<file path="config.mk">
export PLATFORM = sky130hd
export DESIGN_NAME = mct_timer
export DESIGN_NICKNAME = d
export VERILOG_FILES = /design/src/rtl/mct_pkg.sv /design/src/rtl/mct_prescale.sv /design/src/rtl/mct_capture.sv /design/src/rtl/mct_match.sv /design/src/rtl/mct_timer.sv
export SDC_FILE = /design/constraint.sdc
export NUM_CORES = 1
export LEC_CHECK = 0
export BUFFER_PORTS_ARGS = -buffer_cell sky130_fd_sc_hd__buf_4
export CAP_MARGIN = 30
export CORE_MARGIN = 2
export CORE_UTILIZATION = 45
export CTS_CLUSTER_DIAMETER = 150
export DETAILED_ROUTE_END_ITERATION = 8
export MAX_ROUTING_LAYER = met4
export RECOVER_POWER = 100
export SYNTH_ARGS = -nofsm -noshare
export SYNTH_HDL_FRONTEND = slang
export SYNTH_SLANG_ARGS = --single-unit
</file>
<file path="constraint.sdc">
create_clock -name clk -period 4.54 [get_ports clk]
set_clock_uncertainty 0.2 [all_clocks]
set_input_delay 0.681 -clock clk [delete_from_list [all_inputs] [get_ports clk]]
set_output_delay 0.681 -clock clk [all_outputs]
set_load 0.01 [all_outputs]
</file>
<file path="src/rtl/mct_pkg.sv">
// Shared constants for the match-capture timer: channel count,
// register word addresses and the output action codes.
package mct_pkg;
    localparam int NCH = 4;
    localparam logic [3:0] A_CTRL = 4'd0;
    localparam logic [3:0] A_TC   = 4'd1;
    localparam logic [3:0] A_PR   = 4'd2;
    localparam logic [3:0] A_PC   = 4'd3;
    localparam logic [3:0] A_FLAG = 4'd4;
    localparam logic [3:0] A_MCTL = 4'd5;
    localparam logic [3:0] A_OCTL = 4'd6;
    localparam logic [3:0] A_CCTL = 4'd7;
    localparam int OCTL_PWM_LSB = 8;
    localparam int OCTL_DMA_LSB = 12;
    typedef enum logic [1:0] {
        OUT_KEEP = 2'd0,
        OUT_LOW  = 2'd1,
        OUT_HIGH = 2'd2,
        OUT_TOG  = 2'd3
    } out_act_e;
endpackage

</file>
<file path="src/rtl/mct_prescale.sv">
// Prescaler: counts advance events from 0 up to limit, then issues a
// one-cycle tick and wraps. Assumes clr has priority over counting and
// that a limit lowered below the count wraps at the next advance.
module mct_prescale #(
    parameter int W = 32
) (
    input  logic         clk,
    input  logic         rst_n,
    input  logic         run,
    input  logic         adv,
    input  logic         clr,
    input  logic [W-1:0] limit,
    output logic [W-1:0] pc,
    output logic         tick
);
    assign tick = run && adv && (pc >= limit);

    // Advance or wrap the prescale count.
    always_ff @(posedge clk) begin
        if (!rst_n)          pc <= '0;
        else if (clr)        pc <= '0;
        else if (tick)       pc <= '0;
        else if (run && adv) pc <= pc + W'(1);
    end


    pc_wrap_chk: assert property (@(posedge clk) disable iff (!rst_n)
        tick |=> (pc == '0));
endmodule

</file>
<file path="src/rtl/mct_capture.sv">
// One capture channel: synchronizes the pin through two flops, detects
// the selected edges and loads the timer value. Assumes the pin is
// asynchronous and pulses last at least two clock cycles.
module mct_capture #(
    parameter int W = 32
) (
    input  logic         clk,
    input  logic         rst_n,
    input  logic         pin,
    input  logic [1:0]   sel,
    input  logic [W-1:0] tc,
    output logic         evt,
    output logic [W-1:0] cap
);
    logic [2:0] sh;
    logic rise, fall;

    assign rise = sh[1] & ~sh[2];
    assign fall = ~sh[1] & sh[2];
    assign evt  = (sel[0] & rise) | (sel[1] & fall);

    // Synchronizer plus one history flop for edge detection.
    always_ff @(posedge clk) begin
        if (!rst_n) sh <= '0;
        else        sh <= {sh[1:0], pin};
    end

    // Snapshot the timer on a selected edge.
    always_ff @(posedge clk) begin
        if (!rst_n)   cap <= '0;
        else if (evt) cap <= tc;
    end


    cap_load_chk: assert property (@(posedge clk) disable iff (!rst_n)
        evt |=> (cap == $past(tc)));
endmodule

</file>
<file path="src/rtl/mct_match.sv">
// One match channel: detects entry into equality with the timer and
// drives its pin either from the output action or as a PWM level.
// Assumes the PWM period is set elsewhere by resetting the timer.
module mct_match #(
    parameter int W = 32
) (
    input  logic         clk,
    input  logic         rst_n,
    input  logic [W-1:0] tc,
    input  logic [W-1:0] mr,
    input  logic [1:0]   act,
    input  logic         pwm_en,
    output logic         eq,
    output logic         evt,
    output logic         pin
);
    import mct_pkg::*;
    logic eq_q, ext_q;

    assign eq  = (tc == mr);
    assign evt = eq & ~eq_q;
    assign pin = pwm_en ? (tc >= mr) : ext_q;

    // Remember equality so an event fires only on entry.
    always_ff @(posedge clk) begin
        if (!rst_n) eq_q <= 1'b0;
        else        eq_q <= eq;
    end

    // Apply the output action on a match event.
    always_ff @(posedge clk) begin
        if (!rst_n) ext_q <= 1'b0;
        else if (evt) begin
            case (act)
                OUT_LOW:  ext_q <= 1'b0;
                OUT_HIGH: ext_q <= 1'b1;
                OUT_TOG:  ext_q <= ~ext_q;
                default:  ext_q <= ext_q;
            endcase
        end
    end


    match_once_chk: assert property (@(posedge clk) disable iff (!rst_n)
        evt |=> !evt);

    out_toggle_chk: assert property (@(posedge clk) disable iff (!rst_n)
        (evt && act == OUT_TOG) |=> (ext_q != $past(ext_q)));
endmodule

</file>
<file path="src/rtl/mct_timer.sv">
// Match-capture timer top: register bank, timer counter, count input
// synchronizer, and the wiring of prescaler, capture and match channels.
// Assumes a single-cycle write bus and combinational reads.
module mct_timer #(
    parameter int W    = 32,
    parameter int NPWM = 3,
    parameter int NDMA = 2
) (
    input  logic         clk,
    input  logic         rst_n,
    input  logic         bus_wr,
    input  logic [3:0]   bus_addr,
    input  logic [W-1:0] bus_wdata,
    output logic [W-1:0] bus_rdata,
    input  logic         cnt_in,
    input  logic [3:0]   cap_in,
    output logic [3:0]   mat_out,
    output logic [NDMA-1:0] dma_req,
    output logic         irq
);
    import mct_pkg::*;
    localparam int NFLG = 2 * NCH;

    logic             en_q, cmode_q;
    logic [W-1:0]     tc_q, pr_q, pc;
    logic [3*NCH-1:0] mctl_q;
    logic [2*NCH-1:0] oact_q;
    logic [NPWM-1:0]  pwm_q;
    logic [NDMA-1:0]  dma_q;
    logic [4*NCH-1:0] cctl_q;
    logic [NFLG-1:0]  flags_q;
    logic [W-1:0]     mr_q [NCH];
    logic [W-1:0]     cr   [NCH];
    logic [2:0]       cnt_sh;
    logic [NCH-1:0]   m_eq, m_evt, c_evt, m_irq, m_rst, m_stop, c_irq, c_clr;
    logic             adv, tick, stop_hit, rst_hit, cap_clr, wr_tc;
    logic [W-1:0]     octl_rd;

    assign wr_tc    = bus_wr && bus_addr == A_TC;
    assign adv      = cmode_q ? (cnt_sh[1] & ~cnt_sh[2]) : 1'b1;
    assign stop_hit = |(m_evt & m_stop);
    assign rst_hit  = |(m_eq & m_rst);
    assign cap_clr  = |(c_evt & c_clr);
    assign irq      = |flags_q;

    mct_prescale #(.W(W)) u_pre (
        .clk(clk), .rst_n(rst_n), .run(en_q & ~stop_hit), .adv(adv),
        .clr(cap_clr | wr_tc), .limit(pr_q), .pc(pc), .tick(tick));

    for (genvar k = 0; k < NCH; k++) begin : g_ch
        logic pwm_k;
        if (k < NPWM) begin : g_pwm
            assign pwm_k = pwm_q[k];
        end else begin : g_nopwm
            assign pwm_k = 1'b0;
        end
        if (k < NDMA) begin : g_dma
            assign dma_req[k] = m_evt[k] & dma_q[k];
        end
        assign m_irq[k]  = mctl_q[3*k];
        assign m_rst[k]  = mctl_q[3*k+1];
        assign m_stop[k] = mctl_q[3*k+2];
        assign c_irq[k]  = cctl_q[4*k+2];
        assign c_clr[k]  = cctl_q[4*k+3];

        mct_capture #(.W(W)) u_cap (
            .clk(clk), .rst_n(rst_n), .pin(cap_in[k]),
            .sel(cctl_q[4*k +: 2]), .tc(tc_q), .evt(c_evt[k]), .cap(cr[k]));

        mct_match #(.W(W)) u_mat (
            .clk(clk), .rst_n(rst_n), .tc(tc_q), .mr(mr_q[k]),
            .act(oact_q[2*k +: 2]), .pwm_en(pwm_k),
            .eq(m_eq[k]), .evt(m_evt[k]), .pin(mat_out[k]));

        // Match value register write.
        always_ff @(posedge clk) begin
            if (!rst_n) mr_q[k] <= '0;
            else if (bus_wr && bus_addr == 4'(8 + k)) mr_q[k] <= bus_wdata;
        end
    end

    // Synchronize the external count input.
    always_ff @(posedge clk) begin
        if (!rst_n) cnt_sh <= '0;
        else        cnt_sh <= {cnt_sh[1:0], cnt_in};
    end

    // Configuration registers.
    always_ff @(posedge clk) begin
        if (!rst_n) begin
            cmode_q <= 1'b0; pr_q <= '0; mctl_q <= '0; oact_q <= '0;
            pwm_q <= '0; dma_q <= '0; cctl_q <= '0;
        end else if (bus_wr) begin
            case (bus_addr)
                A_CTRL: cmode_q <= bus_wdata[1];
                A_PR:   pr_q    <= bus_wdata;
                A_MCTL: mctl_q  <= bus_wdata[3*NCH-1:0];
                A_OCTL: begin
                    oact_q <= bus_wdata[2*NCH-1:0];
                    pwm_q  <= bus_wdata[OCTL_PWM_LSB +: NPWM];
                    dma_q  <= bus_wdata[OCTL_DMA_LSB +: NDMA];
                end
                A_CCTL: cctl_q  <= bus_wdata[4*NCH-1:0];
                default: ;
            endcase
        end
    end

    // Run bit: set by software, cleared by a stopping match.
    always_ff @(posedge clk) begin
        if (!rst_n)                          en_q <= 1'b0;
        else if (bus_wr && bus_addr == A_CTRL) en_q <= bus_wdata[0];
        else if (stop_hit)                   en_q <= 1'b0;
    end

    // Timer counter: write, capture clear, then increment or match reset.
    always_ff @(posedge clk) begin
        if (!rst_n)       tc_q <= '0;
        else if (wr_tc)   tc_q <= bus_wdata;
        else if (cap_clr) tc_q <= '0;
        else if (tick)    tc_q <= rst_hit ? '0 : tc_q + W'(1);
    end

    // Sticky flags with write-one-to-clear; new events win.
    always_ff @(posedge clk) begin
        if (!rst_n) flags_q <= '0;
        else flags_q <= (flags_q & ~((bus_wr && bus_addr == A_FLAG) ?
                         bus_wdata[NFLG-1:0] : '0)) |
                        {c_evt & c_irq, m_evt & m_irq};
    end

    // Assemble output control readback.
    always_comb begin
        octl_rd = '0;
        octl_rd[2*NCH-1:0] = oact_q;
        octl_rd[OCTL_PWM_LSB +: NPWM] = pwm_q;
        octl_rd[OCTL_DMA_LSB +: NDMA] = dma_q;
    end

    // Read multiplexer.
    always_comb begin
        bus_rdata = '0;
        case (bus_addr)
            A_CTRL: bus_rdata = {{(W-2){1'b0}}, cmode_q, en_q};
            A_TC:   bus_rdata = tc_q;
            A_PR:   bus_rdata = pr_q;
            A_PC:   bus_rdata = pc;
            A_FLAG: bus_rdata = {{(W-NFLG){1'b0}}, flags_q};
            A_MCTL: bus_rdata = {{(W-3*NCH){1'b0}}, mctl_q};
            A_OCTL: bus_rdata = octl_rd;
            A_CCTL: bus_rdata = {{(W-4*NCH){1'b0}}, cctl_q};
            default: bus_rdata = bus_addr[2] ? cr[bus_addr[1:0]] : mr_q[bus_addr[1:0]];
        endcase
    end


    stop_hold_chk: assert property (@(posedge clk) disable iff (!rst_n)
        (stop_hit && !bus_wr && !cap_clr) |=> (!en_q && tc_q == $past(tc_q)));

    match_reset_chk: assert property (@(posedge clk) disable iff (!rst_n)
        (tick && rst_hit && !bus_wr && !cap_clr) |=> (tc_q == '0));

    cap_clear_chk: assert property (@(posedge clk) disable iff (!rst_n)
        (cap_clr && !bus_wr) |=> (tc_q == '0 && pc == '0));

    flag_sticky_chk: assert property (@(posedge clk) disable iff (!rst_n)
        !bus_wr |=> ((flags_q & $past(flags_q)) == $past(flags_q)));
endmodule

</file>
==> run summary, run 1 <==
After clock tree synthesis, the clock-pin slew on the worst setup and hold paths is 60 ps. The number of nets handed over by synthesis was 2719. Yosys mapped a number of flops with a built-in enable equal to 128. Counting every instance in the synthesized netlist gives 2545.

The worst hold path belongs to the class in2reg. The wire length of the first global-routing pass was 121000 um; the first-pass detailed-route iteration total was 9. The normalized max-slew margin is -98.8%, and the number of register bits inferred by synthesis is 426. The die is 230 um wide.

For the count of unresolved DRC violations after routing, the log shows 0. Synthesis-to-layout area growth: 11.5%. Row generation in the floorplan step produced 82 rows.

Among all flip-flop cells after synthesis, the most frequent one is sky130_fd_sc_hd__dfxtp_1. The count of input and output buffers works out to 82. Global routing consumed, over all layers together, 31.6% of the routing resources. The highest cell delay on the worst timing path was 680 ps; the total number of H-tree levels was 2. A synthesized cell averages 9.01 sq um. For the violation count after the first detailed-routing iteration, the log shows 2390. Walking the worst path, the cells encountered are ha_1 > nand2_1 > nor3_1 > nand3_1 > nand4b_1 > a21oi_1 > o21ai_0 > o21ai_0 > o21ai_0 > buf_4. The mean routed wirelength per cell came out at 25.0 um. For the pin with the worst max-slew slack, the measured transition is 2980 ps. The maximum VDD drop is 0.000327 V, and the deepest clock path buffer count is 3. For this configuration, the core starts out at a cell density of 45.6%. Number of clock sinks seen by CTS: 426. By startpoint and endpoint, the worst setup path is classified as reg2out. The most frequent cell on the critical path is sky130_fd_sc_hd__o21ai_0.

The logs give 42.8% for the sequential share of the synthesized area and 3660 ps for the required time at the endpoint of the critical path. The logs give 56500 um for the HPWL after detailed placement and 333 for the number of max-slew violations in the final report. The standard cell with the maximum stage delay on the critical path was sky130_fd_sc_hd__dfxtp_1. The congestion estimate from routability-driven global placement came to 0.943. Counting flops with an async set or reset pin after synthesis yields a share of 0%. The clock period minus final worst setup slack was 4570 ps. The tools report the placeable core region as 50300 sq um. The logs give 219 MHz for the fmax and 3690 ps for the signal arrival time at the worst endpoint.

TritonCTS built the clock tree. The logs give 0 for the aggregate global routing overflow and 0 for the post-CTS setup buffer count. The final hold violation count came out at 0.

The logs give 0 for the number of antenna violations at the first check in global routing and 19655 for the total number of vias. After the last flow step, the layout net total stands at 2738. Die height: 230 um.

The detail-routed via count per cell was 6.01. In this run the static leakage power is 9.67 nW. Once layout is complete, the cells apart from fillers number 3269. The completed layout was analyzed and its total power is 8.51 mW. Setup repair after global routing left no endpoint under its margin.

The tree is rooted in a sky130_fd_sc_hd__clkbuf_16. Entering global routing, the biggest net connects 88 pins. The placed instance count was 3186. Clock tree synthesis inserted a total of 48 buffers. The number of antenna diodes in the final layout is 0.

Post-route fraction of the period consumed by the critical path: 101%. The run gives 83 as the number of top-level pins. The flow ran to the end, but the final reports show violations.

Number of setup violations in the final report: 1. The logs give 19006 for the number of global-route vias before repair and 81700 um for the aggregate routed wire length. The cell area that synthesis handed to floorplanning was 22900 sq um. Launching element type of the critical path: a flop. The layout cell share with drive strength beyond 1 is 11.5%, and the largest fanout on the critical path is 12.

The tightest hold path in the finished design has a slack of 90.3 ps. The critical path endpoint category is an output port. The final reports fail on capacitance limit, slew limit, setup timing.

For the worst-skew pair, the clock arrives at the later sink with an insertion delay of 600 ps. The run gives 0 as the number of warnings reported in the yosys synthesis log. Distinct cell type count after synthesis: 66. The tools report the antenna violation net count after detailed routing as 0.

Dividing total power by cell area gives a power density of 333 nW/um^2. The reported max-cap violation count came out at 8. The post-route worst setup slack is -29.4 ps. For the area of the die, the log shows 52800 sq um.
-- metrics by stage --
step	setup TNS, ps	setup slack, ps	area, sq um	util, %
2_1_floorplan	0	200	22900	-
3_3_place_gp	0	586	24400	48.5
3_5_place_dp	0	524	24400	48.6
4_1_cts	0	42.4	25900	51.5
5_1_grt	0	1.58	25600	50.8
6_report	-29.4	-29.4	25600	50.8
-- worst paths after layout --
check | start | end | slack (ps) | depth (start not counted)
worst min-delay path | cnt_in | cnt_sh[0] | 90 | 2
worst max-delay path | tc_q[11] | mat_out[0] | -30 | 10
worst min register to register | g_ch[1].u_cap.sh[0] | g_ch[1].u_cap.sh[1] | 230 | 1
worst max register to register | tc_q[10] | tc_q[31] | 230 | 10
-- synthesized netlist by cell type (all sizes together), types with 6 or more instances --
master,count,area [sq um]
and3,15,93.8
o31ai,17,133
xor2,55,482
nor4,22,144
and2,156,976
nand2,554,2080
and4,10,87.6
nand3b,8,60.1
o21a,11,82.6
xnor2,16,140
mux4,64,1440
nand3,45,225
a22oi,47,353
ha,130,1630
edfxtp,128,3840
a222oi,26,260
mux2,32,360
a211oi,9,72.6
clkbuf,141,531
nor2b,8,50.1
a21o,32,240
a311oi,8,70.1
nand2b,9,56.3
nand4,53,332
inv,137,514
dfxtp,298,5970
or3,6,37.5
o21ai,50,250
a21oi,259,1300
or2,6,37.5
nor3,12,60.1
nor2,83,312
buf,48,275
a21boi,12,90.1
-- layer usage --
metal,track usage (%),up-vias,part of all wire [%]
met2,50.1,986,46
met5,-,-,0
met3,3.71,238,7.9
li1,-,8906,-
met4,16.9,0,6.2
met1,39.6,9525,40
-- what timing repair did --
item | 4_1_cts | 5_1_grt
hold buffers | 0 | 0
resized for setup | 2 | 8
setup endpoints to repair | 1 | 1
-- kinds of logic (layout without fill, tap and decap cells) --
family	count (synthesis)	count (layout)	share of synthesized area, %
AO/OA/AOI/OAI	500	500	13.6
buffers and inverters	326	378	5.76
multiplexers	97	97	7.90
AND/OR/NAND/NOR	995	995	20.2
flip-flops	426	426	42.8
adder cells (fa/ha/maj)	130	130	7.09
XOR/XNOR	71	71	2.71
-- cells in the final DEF, fill, tap and decap left out, types with 21 or more instances in the layout --
| master | instances |
|---|---|
| sky130_fd_sc_hd__a22oi_1 | 47 |
| sky130_fd_sc_hd__mux4_2 | 64 |
| sky130_fd_sc_hd__nor4_1 | 21 |
| sky130_fd_sc_hd__xor2_1 | 55 |
| sky130_fd_sc_hd__edfxtp_1 | 128 |
| sky130_fd_sc_hd__dfxtp_1 | 289 |
| sky130_fd_sc_hd__a222oi_1 | 26 |
| sky130_fd_sc_hd__a21oi_1 | 259 |
| sky130_fd_sc_hd__nand2_1 | 554 |
| sky130_fd_sc_hd__mux2_2 | 32 |
| sky130_fd_sc_hd__nand3_1 | 45 |
| sky130_fd_sc_hd__and2_0 | 73 |
| sky130_fd_sc_hd__ha_1 | 130 |
| sky130_fd_sc_hd__clkbuf_1 | 63 |
| sky130_fd_sc_hd__and2_1 | 83 |
| sky130_fd_sc_hd__a21o_1 | 32 |
| sky130_fd_sc_hd__nor2_1 | 83 |
| sky130_fd_sc_hd__clkbuf_16 | 51 |
| sky130_fd_sc_hd__nand4_1 | 53 |
| sky130_fd_sc_hd__buf_4 | 91 |
| sky130_fd_sc_hd__inv_1 | 136 |
| sky130_fd_sc_hd__o21ai_0 | 47 |
-- power breakdown --
group	total, mW	internal, mW	switching, mW
clock network	3.75	2.12	1.63
registers	4.08	4.01	0.0748
logic	0.679	0.234	0.445
total	8.51	6.36	2.15
-- sequential cells by signal (all words and copies together), names as in the netlist --
register          flops
pwm_q                 3
pr_q                 32
mctl_q               12
cnt_sh                3
cctl_q               16
g_ch.u_cap.sh        12
cmode_q               1
oact_q                8
flags_q               8
en_q                  1
u_pre.pc             32
mr_q                128
dma_q                 2
g_ch.u_mat.eq_q       4
g_ch.u_cap.cap      128
tc_q                 32
g_ch.u_mat.ext_q      4
-- cell type report --
type | instances | area, sq um
flip-flops and latches | 426 | 9820
repair buffers | 158 | 1060
clock buffers | 68 | 1390
fillers | 4827 | 24700
clock inverters | 15 | 85.1
well taps | 672 | 841
inverters | 137 | 519
multi-input cells | 1793 | 11800
-- critical path: cells and delay by family, from the launching register on --
kind	cells	cell delay (ps)
AOI/OAI and AO/OA	4	840
buffers and inverters	1	190
and+or+nand+nor	4	1150
adders and majority gates	1	250
DFF	1	680
Note: power is estimated with default switching activity, not from simulation.
==> run 2, diff against run 1 <==
--- a/config.mk
+++ b/config.mk
@@ -15,4 +15,6 @@
 export RECOVER_POWER = 100
+export SLEW_MARGIN = 20
 export SYNTH_ARGS = -nofsm -noshare
 export SYNTH_HDL_FRONTEND = slang
+export SYNTH_HIERARCHICAL = 1
 export SYNTH_SLANG_ARGS = --single-unit
==> constraint.sdc (replaced) <==
create_clock -name clk -period 4.54 [get_ports clk]
set_clock_uncertainty 0.2 [all_clocks]
set_input_delay 0.227 -clock clk [delete_from_list [all_inputs] [get_ports clk]]
set_output_delay 0.227 -clock clk [all_outputs]
set_load 0.01 [all_outputs]
==> run summary, run 2 <==
The run finished, with violations left. The checks that failed: capacitance limit, slew limit. The worst register-to-register path has a setup slack of 280 ps. Before antenna repair, the detailed router went through 7 iterations. The normalized max-slew margin is -90.9%, and the count of unresolved DRC violations after routing is 0. The cell count after synthesis came out at 2625. The tools report the reported max-cap violation count as 1.

The largest registers in the layout are g_ch.u_cap/cap: 128 flops, mr_q: 128 flops. Number of top-level pins: 83. Setup repair after global routing left no endpoint under its margin. Once the floorplan was initialized, standard cells occupied 45.3% of the core.

The count of input and output buffers is 82, and the routing usage on met3 is 5.99%. For the signal arrival time at the worst endpoint, the log shows 4550 ps. The number of gates resized after CTS was 0. Setup total negative slack on the finished layout was measured at 0 ps. The standard cell with the maximum stage delay on the critical path is sky130_fd_sc_hd__dfxtp_1. The number of flops mapped to enable cells by yosys is 128, and the deepest clock path buffer count is 3.

The routability congestion estimate came out at 0.956. The slew at the pin closest to its max-slew limit came out at 2860 ps. The critical path is of the reg2reg type. In the final layout, the share of cells above drive strength 1 is 12.1%. The run gives 86 as the placement row count. sky130_fd_sc_hd__nand2_1 is the most common cell in the netlist.

The layer flagged by global routing as most heavily used is met2. Summed over all nets, the switching power comes to 2.35 mW. The number of global-route vias before repair is 19985.

The worst setup path is captured at a flop. After synthesis the netlist holds a flip-flop and latch count of 426. After clock tree synthesis, the setup repair step added 0 buffers. The die covers 57100 sq um. In the final routed layout, each cell accounts on average for 25.2 um. Measured on the finished design, the core utilization comes to 50.9%.

Of all cell types, the one taking the most synthesized area is sky130_fd_sc_hd__dfxtp_1. TritonCTS built the clock tree. Cell internal power was estimated by the tool at 6.71 mW. The setup slack at placement is 413 ps, and the post-route fraction of the period consumed by the critical path is 93.8%.

In this run the standard cell core region covers 54900 sq um. Buffers inserted to repair hold after CTS numbered 41. The clock period could shrink to 4260 ps. The number of setup violations in the final report was 0; the fmax was 235 MHz.

By area the synthesized netlist is led by sky130_fd_sc_hd__dfxtp_1, sky130_fd_sc_hd__edfxtp_1, sky130_fd_sc_hd__ha_1. The run gives 41.8% as the met1 track demand over resource in global routing. Walking the worst path, the cells encountered are ha_1 > nand4_1 > nor4_4 > nand3_2 > nor2_1 > a222oi_1 > and3_1 > nand2_1 > a21oi_4 > inv_1 > o2111ai_2 > and2_0 > a32o_1. The tools report the total number of vias as 20766. The fraction of post-synthesis cell area in the top cell type by area is 24.0%, and the total power per unit cell area is 325 nW/um^2.

The logs give 24900 sq um for the summed instance area of the synthesized netlist and 0 for the antenna violation net count after detailed routing. Counting every sink on the clock net gives 426. For the static power due to leakage, the log shows 11.4 nW. In this design, the stage delay of the slowest critical-path cell is 730 ps. The leading cell type in the layout, fill and taps excluded is sky130_fd_sc_hd__nand2_1. The register share of total power is 45.5%, and the violation count after the first detailed-routing iteration is 2626. The netlist uses 87 different library cells. For the total power of the final layout, the log shows 9.06 mW. Summed over all layers, the global routing overflow is 0. The first global-routing pass estimated 129000 um of wire. Number of max-slew violations in the final report: 74.

The detail-routed via count per cell is 6.03, and the number of antenna violations at the first check in global routing is 3. The die is 239 um tall. The horizontal extent of the die is 239 um, and the number of buffers inserted during clock tree synthesis is 49.

The largest net degree at the start of global routing was 201. In the synthesized netlist, the cells that appear most often are sky130_fd_sc_hd__nand2_1, sky130_fd_sc_hd__dfxtp_1, sky130_fd_sc_hd__inv_1, sky130_fd_sc_hd__ha_1, sky130_fd_sc_hd__and2_1. In the layout the commonest cells are sky130_fd_sc_hd__nand2_1, sky130_fd_sc_hd__dfxtp_1, sky130_fd_sc_hd__inv_1. The worst setup path is launched from a flop. Of the total power, the clock network draws 44.4%.

For this run, the number of Yosys warnings is 6. For this run, the leading register cell type out of synthesis is sky130_fd_sc_hd__dfxtp_1. Global routing consumed, over all layers together, 31.1% of the routing resources. The post-route worst setup slack is 281 ps, and the mean post-synth cell area is 9.47 sq um. Sequential elements use 39.5% of the synthesized area. Net switching is 25.9% of the power. The synthesis-to-layout area growth was 12.3%. The final layout contains routed wiring with a total length of 86900 um. In this run the worst path has a maximum fanout of 13. Of all flip-flops after synthesis, the portion carrying an async set or reset was 0%. The tools report the layout net count as 2906. The tightest min-delay check is of the in2reg type. The H-tree was split into 2 levels. Clock-pin slew was measured on the worst setup and hold paths at 60 ps. Final hold violation count: 0. The maximum VDD drop came out at 0.000254 V.

Per report_power, the combinational group accounts for 10.0% of the total. The insertion delay to the later sink of the worst-skew pair is 610 ps. The HPWL after detailed placement came out at 60500 um.

Global routing consumed, on the met2 layer, 46.5% of the routing resources. The required time at the endpoint of the critical path came out at 4830 ps. The library cell used as clock root buffer is sky130_fd_sc_hd__clkbuf_16.
-- run 2: worst max-delay path, delay by kind of cell (launching register included) --
family                   cells  cell delay (ps)
AND/OR/NAND/NOR              7             2090
flip-flops                   1              730
AO/OA/AOI/OAI                4              720
adder cells (fa/ha/maj)      1              260
buffers and inverters        1              120
-- run 2: final timing paths --
path,start,end,depth (start not counted)
setup / recovery,tc_q[21],tc_q[16],13
hold / removal,cnt_in,cnt_sh[0],3
setup reg to reg,tc_q[21],tc_q[16],13
hold reg to reg,cnt_sh[0],cnt_sh[1],1
-- run 2: layer usage --
layer / part of all wire, % / up-vias
li1: - / 9457
met1: 42 / 10159
met3: 9.0 / 176
met5: 0 / -
met4: 4.0 / 0
met2: 45 / 974
-- run 2: cell type report --
class                      count  area (sq um)
sequential                   426          9810
inverter                     185           694
clock buffer                  75          1480
multi-input combinational   1857         13600
clock inverter                17           133
fill                        5129         27000
antenna                        1          2.50
timing repair buffer         181          1350
tap                          704           881
-- run 2: kinds of logic after synthesis --
| group | Yosys count | share of synthesized area [%] |
|---|---|---|
| buf+inv | 343 | 6.20 |
| simple gates | 1039 | 21.2 |
| xor+xnor | 29 | 1.02 |
| compound gates | 399 | 11.5 |
| other cells | 1 | 0.0151 |
| fa+ha+maj | 162 | 8.15 |
| mux | 226 | 12.5 |
| flops | 426 | 39.5 |
-- run 2: metrics by stage --
stage                     instance area [sq um]  hold WS, ps  cells
after floorplan                           24900          149   2626
after global placement                    26100          223   3311
after detailed placement                  26100          218   3312
after CTS                                 28100          175   3445
after global routing                      27900          194   3446
final                                     27900          199   3446
-- run 2: power by group through the flow --
stage	Sequential, mW	Clock [mW]	Combinational [mW]
global placement	4.20	0	0.869
global route	4.14	4.23	0.974
finish	4.13	4.02	0.910
detailed placement	4.20	0	0.878
floorplan	4.17	0	0.541
CTS	4.12	4.07	0.910
